$ cat config.mk
export PLATFORM = sky130hd
export DESIGN_NAME = mesh_router3d
export DESIGN_NICKNAME = d
export VERILOG_FILES = /design/src/rtl/mr3_pkg.sv /design/src/rtl/mr3_route_compute.sv /design/src/rtl/mr3_stall_buffer.sv /design/src/rtl/mr3_port_arbiter.sv /design/src/rtl/mesh_router3d.sv
export SDC_FILE = /design/constraint.sdc
export NUM_CORES = 2
export LEC_CHECK = 0
export BUFFER_PORTS_ARGS = -buffer_cell sky130_fd_sc_hd__buf_2
export CAP_MARGIN = 25
export CELL_PAD_IN_SITES_DETAIL_PLACEMENT = 1
export CELL_PAD_IN_SITES_GLOBAL_PLACEMENT = 2
export CORE_UTILIZATION = 32
export DETAILED_ROUTE_END_ITERATION = 7
export PLACE_DENSITY = 0.79
export SYNTH_ARGS = -nofsm -noshare
export SYNTH_HDL_FRONTEND = slang
export SYNTH_SLANG_ARGS = --single-unit
$ cat constraint.sdc
create_clock -name clk -period 16.51 [get_ports clk]
set_clock_uncertainty 0.2 [all_clocks]
set_input_delay 1.651 -clock clk [delete_from_list [all_inputs] [get_ports clk]]
set_output_delay 1.651 -clock clk [all_outputs]
set_load 0.005 [all_outputs]
$ cat src/rtl/mr3_pkg.sv
package mr3_pkg;
    localparam int NPORT  = 7;
    localparam int P_LOCAL = 0;
    localparam int P_XN    = 1;
    localparam int P_XP    = 2;
    localparam int P_YN    = 3;
    localparam int P_YP    = 4;
    localparam int P_ZUP   = 5;
    localparam int P_ZDN   = 6;

    typedef logic [2:0] port_t;

    typedef enum logic [1:0] {
        SB_EMPTY,
        SB_PARTIAL,
        SB_FULL
    } sb_state_e;
endpackage

$ cat src/rtl/mr3_route_compute.sv
module mr3_route_compute
    import mr3_pkg::*;
#(
    parameter int CW = 3,
    parameter int OWN_X = 2,
    parameter int OWN_Y = 2,
    parameter int OWN_Z = 2,
    parameter logic [NPORT-1:0] EN = '1
) (
    input  logic [CW-1:0] dst_x,
    input  logic [CW-1:0] dst_y,
    input  logic [CW-1:0] dst_z,
    output port_t         pref
);
    localparam logic [CW-1:0] OX = CW'(OWN_X);
    localparam logic [CW-1:0] OY = CW'(OWN_Y);
    localparam logic [CW-1:0] OZ = CW'(OWN_Z);

    // vertical first when that link exists, then X, then Y
    always_comb begin
        if (dst_z > OZ && EN[P_ZUP])       pref = port_t'(P_ZUP);
        else if (dst_z < OZ && EN[P_ZDN])  pref = port_t'(P_ZDN);
        else if (dst_x > OX)               pref = port_t'(P_XP);
        else if (dst_x < OX)               pref = port_t'(P_XN);
        else if (dst_y > OY)               pref = port_t'(P_YP);
        else if (dst_y < OY)               pref = port_t'(P_YN);
        else if (dst_z == OZ)              pref = port_t'(P_LOCAL);
        else                               pref = (dst_z > OZ) ? port_t'(P_ZUP) : port_t'(P_ZDN);
    end
endmodule

$ cat src/rtl/mr3_stall_buffer.sv
module mr3_stall_buffer
    import mr3_pkg::*;
#(
    parameter int DEPTH = 4,
    parameter int PKT_W = 21
) (
    input  logic                          clk,
    input  logic                          rst_n,
    input  logic [DEPTH-1:0]              served,
    input  logic [NPORT-1:0]              push,
    input  logic [NPORT-1:0][PKT_W-1:0]   push_pkt,
    output logic [DEPTH-1:0]              sb_v,
    output logic [DEPTH-1:0][PKT_W-1:0]   sb_pkt,
    output port_t [DEPTH-1:0]             sb_arr,
    output logic                          sb_full
);
    logic [DEPTH-1:0]            nxt_v;
    logic [DEPTH-1:0][PKT_W-1:0] nxt_pkt;
    port_t [DEPTH-1:0]           nxt_arr;
    sb_state_e                   state_q, state_d;
    int                          fill;

    // compaction keeps parking order: survivors first, then new entries by port
    always_comb begin
        fill    = 0;
        nxt_v   = '0;
        nxt_pkt = sb_pkt;
        nxt_arr = sb_arr;
        for (int i = 0; i < DEPTH; i++) begin
            if (sb_v[i] && !served[i]) begin
                for (int j = 0; j < DEPTH; j++) begin
                    if (j == fill) begin
                        nxt_v[j]   = 1'b1;
                        nxt_pkt[j] = sb_pkt[i];
                        nxt_arr[j] = sb_arr[i];
                    end
                end
                fill = fill + 1;
            end
        end
        for (int p = 0; p < NPORT; p++) begin
            if (push[p]) begin
                for (int j = 0; j < DEPTH; j++) begin
                    if (j == fill) begin
                        nxt_v[j]   = 1'b1;
                        nxt_pkt[j] = push_pkt[p];
                        nxt_arr[j] = port_t'(p);
                    end
                end
                fill = fill + 1;
            end
        end
        if (fill == 0)           state_d = SB_EMPTY;
        else if (fill >= DEPTH)  state_d = SB_FULL;
        else                     state_d = SB_PARTIAL;
    end

    // state register
    always_ff @(posedge clk or negedge rst_n) begin
        if (!rst_n) begin
            state_q <= SB_EMPTY;
            sb_v    <= '0;
            sb_pkt  <= '0;
            sb_arr  <= '0;
        end else begin
            state_q <= state_d;
            sb_v    <= nxt_v;
            sb_pkt  <= nxt_pkt;
            sb_arr  <= nxt_arr;
        end
    end

    // outputs from state
    always_comb begin
        unique case (state_q)
            SB_EMPTY:   sb_full = 1'b0;
            SB_PARTIAL: sb_full = 1'b0;
            SB_FULL:    sb_full = 1'b1;
            default:    sb_full = 1'b0;
        endcase
    end

    AST_PUSH_FITS: assert property (@(posedge clk) disable iff (!rst_n)
        $countones(push) <= DEPTH - $countones(sb_v & ~served));
    AST_FULL_STATE: assert property (@(posedge clk) disable iff (!rst_n)
        sb_full == (&sb_v));
endmodule

$ cat src/rtl/mr3_port_arbiter.sv
module mr3_port_arbiter
    import mr3_pkg::*;
#(
    parameter int DEPTH = 4,
    parameter int NC = 11,
    parameter int CIW = 4,
    parameter logic [NPORT-1:0] EN = '1
) (
    input  logic [NC-1:0]     cand_v,
    input  port_t [NC-1:0]    cand_pref,
    input  port_t [NC-1:0]    cand_arr,
    output logic [DEPTH-1:0]  served,
    output logic [NPORT-1:0]  push,
    output logic [NPORT-1:0]  in_ready,
    output logic [NPORT-1:0]  deflect,
    output logic [NPORT-1:0]  out_v,
    output logic [CIW-1:0]    out_sel [NPORT]
);
    logic [NPORT-1:0] busy;
    int               room;
    logic             hit;
    port_t            pr;

    always_comb begin
        busy     = ~EN;
        served   = '0;
        push     = '0;
        in_ready = '0;
        deflect  = '0;
        out_v    = '0;
        hit      = 1'b0;
        pr       = '0;
        for (int q = 0; q < NPORT; q++) out_sel[q] = '0;
        room = DEPTH;
        // parked packets first
        for (int c = 0; c < DEPTH; c++) begin
            if (cand_v[c]) begin
                pr = cand_pref[c];
                if (!busy[pr] && pr != cand_arr[c]) begin
                    busy[pr]    = 1'b1;
                    out_v[pr]   = 1'b1;
                    out_sel[pr] = CIW'(c);
                    served[c]   = 1'b1;
                end else begin
                    room = room - 1;
                end
            end
        end
        // arriving packets: forward, park, deflect, or refuse
        for (int p = 0; p < NPORT; p++) begin
            if (cand_v[DEPTH+p]) begin
                pr = cand_pref[DEPTH+p];
                if (!busy[pr] && pr != port_t'(p)) begin
                    busy[pr]    = 1'b1;
                    out_v[pr]   = 1'b1;
                    out_sel[pr] = CIW'(DEPTH + p);
                    in_ready[p] = 1'b1;
                end else if (room > 0) begin
                    push[p]     = 1'b1;
                    in_ready[p] = 1'b1;
                    room        = room - 1;
                end else begin
                    hit = 1'b0;
                    for (int q = 1; q < NPORT; q++) begin
                        if (!hit && !busy[q] && q != p) begin
                            hit         = 1'b1;
                            busy[q]     = 1'b1;
                            out_v[q]    = 1'b1;
                            out_sel[q]  = CIW'(DEPTH + p);
                            deflect[p]  = 1'b1;
                            in_ready[p] = 1'b1;
                        end
                    end
                end
            end
        end
    end
endmodule

$ cat src/rtl/mesh_router3d.sv
module mesh_router3d
    import mr3_pkg::*;
#(
    parameter int CW = 3,
    parameter int HW = 4,
    parameter int PW = 8,
    parameter int OWN_X = 2,
    parameter int OWN_Y = 2,
    parameter int OWN_Z = 2,
    parameter int VARIANT = 3,
    parameter logic [NPORT-1:0] PORT_EN = '1,
    parameter int DEPTH_3D = 4,
    localparam int PKT_W = 3 * CW + HW + PW
) (
    input  logic                         clk,
    input  logic                         rst_n,
    input  logic [NPORT-1:0]             in_valid,
    output logic [NPORT-1:0]             in_ready,
    input  logic [NPORT-1:0][PKT_W-1:0]  in_pkt,
    output logic [NPORT-1:0]             out_valid,
    output logic [NPORT-1:0][PKT_W-1:0]  out_pkt
);
    localparam logic [NPORT-1:0] VMASK = (VARIANT == 0) ? 7'h1F :
                                         (VARIANT == 1) ? 7'h3F :
                                         (VARIANT == 2) ? 7'h5F : 7'h7F;
    localparam logic [NPORT-1:0] EN = PORT_EN & VMASK;
    localparam int SB_DEPTH = (VARIANT == 0) ? DEPTH_3D + (DEPTH_3D * 3 + 9) / 10 : DEPTH_3D;
    localparam int NC = SB_DEPTH + NPORT;
    localparam int CIW = $clog2(NC);
    localparam int HOP_LO = 3 * CW;

    logic [SB_DEPTH-1:0]            sb_v;
    logic [SB_DEPTH-1:0][PKT_W-1:0] sb_pkt;
    port_t [SB_DEPTH-1:0]           sb_arr;
    logic                           sb_full;
    logic [SB_DEPTH-1:0]            served;
    logic [NPORT-1:0]               push;
    logic [NPORT-1:0]               deflect;
    logic [NC-1:0]                  cand_v;
    logic [NC-1:0][PKT_W-1:0]       cand_pkt;
    port_t [NC-1:0]                 cand_pref;
    port_t [NC-1:0]                 cand_arr;
    logic [CIW-1:0]                 out_sel [NPORT];
    logic [PKT_W-1:0]               pk_tmp;

    assign cand_v   = {in_valid & EN, sb_v};
    assign cand_pkt = {in_pkt, sb_pkt};

    genvar g;
    generate
        for (g = 0; g < SB_DEPTH; g++) begin : g_sb_arr
            assign cand_arr[g] = sb_arr[g];
        end
        for (g = 0; g < NPORT; g++) begin : g_in_arr
            assign cand_arr[SB_DEPTH+g] = port_t'(g);
        end
        for (g = 0; g < NC; g++) begin : g_route
            mr3_route_compute #(
                .CW(CW), .OWN_X(OWN_X), .OWN_Y(OWN_Y), .OWN_Z(OWN_Z), .EN(EN)
            ) u_rc (
                .dst_x (cand_pkt[g][CW-1:0]),
                .dst_y (cand_pkt[g][2*CW-1:CW]),
                .dst_z (cand_pkt[g][3*CW-1:2*CW]),
                .pref  (cand_pref[g])
            );
        end
    endgenerate

    mr3_stall_buffer #(.DEPTH(SB_DEPTH), .PKT_W(PKT_W)) u_sb (
        .clk      (clk),
        .rst_n    (rst_n),
        .served   (served),
        .push     (push),
        .push_pkt (in_pkt),
        .sb_v     (sb_v),
        .sb_pkt   (sb_pkt),
        .sb_arr   (sb_arr),
        .sb_full  (sb_full)
    );

    mr3_port_arbiter #(.DEPTH(SB_DEPTH), .NC(NC), .CIW(CIW), .EN(EN)) u_arb (
        .cand_v    (cand_v),
        .cand_pref (cand_pref),
        .cand_arr  (cand_arr),
        .served    (served),
        .push      (push),
        .in_ready  (in_ready),
        .deflect   (deflect),
        .out_v     (out_valid),
        .out_sel   (out_sel)
    );

    // output mux with hop increment
    always_comb begin
        pk_tmp = '0;
        for (int q = 0; q < NPORT; q++) begin
            pk_tmp = cand_pkt[out_sel[q]];
            pk_tmp[HOP_LO +: HW] = pk_tmp[HOP_LO +: HW] + HW'(1);
            out_pkt[q] = out_valid[q] ? pk_tmp : '0;
        end
    end

    generate
        for (g = 0; g < NPORT; g++) begin : g_chk
            AST_NO_U_TURN: assert property (@(posedge clk) disable iff (!rst_n)
                out_valid[g] |-> cand_arr[out_sel[g]] != port_t'(g));
        end
    endgenerate

    AST_DISABLED_QUIET: assert property (@(posedge clk) disable iff (!rst_n)
        ((out_valid | in_ready) & ~EN) == '0);
    AST_DEFLECT_WHEN_FULL: assert property (@(posedge clk) disable iff (!rst_n)
        (|deflect) |-> ($countones(push) + $countones(sb_v & ~served) == SB_DEPTH));
    AST_READY_NEEDS_VALID: assert property (@(posedge clk) disable iff (!rst_n)
        (in_ready & ~in_valid) == '0);
    AST_FULL_BLOCKS_PARK: assert property (@(posedge clk) disable iff (!rst_n)
        (sb_full && served == '0) |-> push == '0);
endmodule

==> qor.yml <==
status: "completed"
maxSlewViolCount: 0
post-route-period-util_pct: 98.45
endpoint: "out_pkt[96]"
fin_crit_ns: 16.25
crit_arrival_ns: 14.40
start_kind: "register"
place_area_um2: 39380
seq_area_frac_synth_pct: 7.081
post_drt_wl_per_cell_um: 34.53
slew_headroom_pct: 23.97
via_per_inst: 7.037
hold_buffers: 0
cts.sinks: 100
ios: 317
cts-root-buf: "clkbuf_16"
synth-seq-cells: 100
ant_nets: 0
dp_hpwl_mm: 172.6
grt_pass1_wl_mm: 335.4
slowest_delay_ns: 0.58
path_clk_slew_ns: 0.08
worst_pin_slew_ns: 1.140
multi_input_area_um2: 31540
clk-insertion-delay-late_ns: 0.40
cts_buffer_depth: 2
syn_to_final_growth_pct: 17.82
rr_startpoint: "u_sb.sb_pkt[26]$_DFF_PN0_"
worstHoldStart: "u_sb.sb_arr[11]$_DFF_PN0_"
drcViolationCount: 0
cp_common_cell: "buf_4"
numCtsBuffers: 9
num_rows: 121
grt_max_degree: 91
worst-path-max-fanout: 8
clock.fmax_ghz: 0.06152
cp-startpoint: "u_sb.sb_pkt[26]$_DFF_PN0_"
drive_above_1_share_pct: 24.33
ys.flop_type: "dfrtp_1"
critical_path_class: "reg2out"
synth_area_um2: 35340
postSynthAreaPerCell_um2: 6.686
fin_area_um2: 41630
start_util_pct: 32.37
regToRegEndpoint: "u_sb.sb_pkt[81]$_DFF_PN0_"
setup_viol: 0
gr-total-overflow: 0
drtIter0Drc: 5480
synth_edf_count: 0
io_buffers: 310
fin_ws_ns: 0.2555
regToRegSetupSlack_ns: 1.99
antenna_found_initial: 21
yosysWarningCount: 0
fillers: 13810
worstHoldPathType: "reg2reg"
grt_use_total_pct: 40.52
ys_types: 135
globalplace.congestion: 1.011
dp_worst_setup_slack_ns: -0.4201
die_height_um: 334.3
die-area_um2: 111800
core-area_um2: 109200
cts_max_level: 3
die_x_um: 334.3
endpoint_kind: "output pin"
vias: 48470
synthCells: 5285
max-cap-violations: 0
rsz0062_at_grt: "yes"
rr_worst_depth: 56
cts_tree: "done"
grt_pass1_vias: 46230
first_pass_iters: 6
hold_viol_final: 0
synthArstFlopShare_pct: 100.0
required_ns: 14.66
slowest_stage: "or4_4"
nets: 5614
drt-total-wl_mm: 237.8
seqCellArea_um2: 2505
==> cell families (layout without fill, tap and decap cells) <==
logic type | after synthesis | in the layout | synth area share [%]
flops | 100 | 100 | 7.081
fa+ha+maj | 60 | 60 | 2.139
simple gates | 2044 | 2044 | 26.46
other cells | 1 | 14 | 0.01061
buf+inv | 710 | 824 | 7.942
compound gates | 1833 | 1833 | 36.03
xor+xnor | 78 | 78 | 2.008
mux | 459 | 459 | 18.32
==> worst max-delay path: cells and delay by family (launching register included) <==
kind                     cells  cell delay (ns)
AND/OR/NAND/NOR             26             6.37
XOR/XNOR                     1             0.15
adder cells (fa/ha/maj)      6             1.20
buffers and inverters        9             1.34
multiplexers                 3             0.84
AO/OA/AOI/OAI               18             3.66
flip-flops                   1             0.40
==> stage by stage <==
stage	TNS, ns	std cells	utilization (%)	hold WS [ns]
5_1_grt	-10.92	6881	38.13	0.6228
2_1_floorplan	0	5290	-	0.4057
4_1_cts	0	6802	36.67	0.5946
3_3_place_gp	-0.1128	6762	35.96	0.5564
3_5_place_dp	-22.56	6770	36.08	0.5838
6_report	0	6888	38.14	0.6217
==> timing repair <==
action                     in CTS  in global routing
buffers inserted               16                 64
setup endpoints to repair     139                147
gates resized for setup        45                166
pin swaps                      20                 82
cloned                          0                  4
==> metal layers <==
metal / share of wire (%) / GRT usage, %
met1: 36 / 46.61
met2: 43 / 62.77
met3: 12 / 13.03
met4: 9.1 / 30.01
met5: 0.11 / 0
==> cell usage after synthesis (78+ instances only) <==
cell      number  area, µm²
a211oi_1     409       3070
a21oi_1      587       2938
a31oi_1       78      488.0
clkbuf_1     530       1989
dfrtp_1      100       2502
inv_1         88      330.3
mux2_2       115       1295
mux2i_1      198       1982
mux4_2       137       3085
nand2_1      698       2620
nand3_1      154      770.7
nor2_1       660       2477
nor3_1        99      495.5
o21ai_0      114      570.6
==> area by class of cell <==
type                       instances  share of cell area [%]
inverter                          94                  0.8625
clock buffer                      11                  0.6070
clock inverter                     5                  0.1382
tap                             1476                   4.436
antenna                            8                 0.04808
sequential                       100                   6.016
timing repair buffer             714                   12.14
multi-input combinational       4480                   75.75
==> worst min path at each step <==
stage | to | cells after the start
after global routing | u_sb.sb_arr[11]$_DFF_PN0_ | 2
after CTS | u_sb.sb_arr[11]$_DFF_PN0_ | 2
final | u_sb.sb_arr[11]$_DFF_PN0_ | 2
after global placement | u_sb.sb_arr[11]$_DFF_PN0_ | 2
after detailed placement | u_sb.sb_arr[11]$_DFF_PN0_ | 2
after floorplan | u_sb.sb_arr[8]$_DFF_PN0_ | 2
==> sequential cells by signal (all words and copies together) (netlist names) <==
| register | count |
|---|---|
| u_sb.sb_arr | 12 |
| u_sb.sb_pkt | 84 |
| u_sb.sb_v | 4 |
==> placed cells by master (no fill, tap or decap), types with 23 or more instances in the layout <==
master,count
nand2_1,671
o211ai_1,38
and3_1,59
or3_1,31
nand2_2,23
buf_4,354
o21ai_0,105
o31ai_1,24
mux2i_1,187
a311oi_1,58
a221oi_1,66
o21ai_1,25
a21oi_1,573
mux2_2,114
xor2_1,24
nand3_1,150
nand4_1,46
nor3_1,96
buf_12,26
a21o_1,25
nand2b_1,36
inv_1,83
nor4_1,23
nor2_1,645
a31oi_1,71
or2_2,23
and2_1,59
a211oi_1,392
xnor2_1,48
o21a_1,35
buf_2,313
ha_1,48
mux4_2,137
dfrtp_1,98
a22oi_1,39
Power is left out: the tool's default activity adds up to more than one toggle a clock period on the data nets, which glitch-free logic cannot reach.
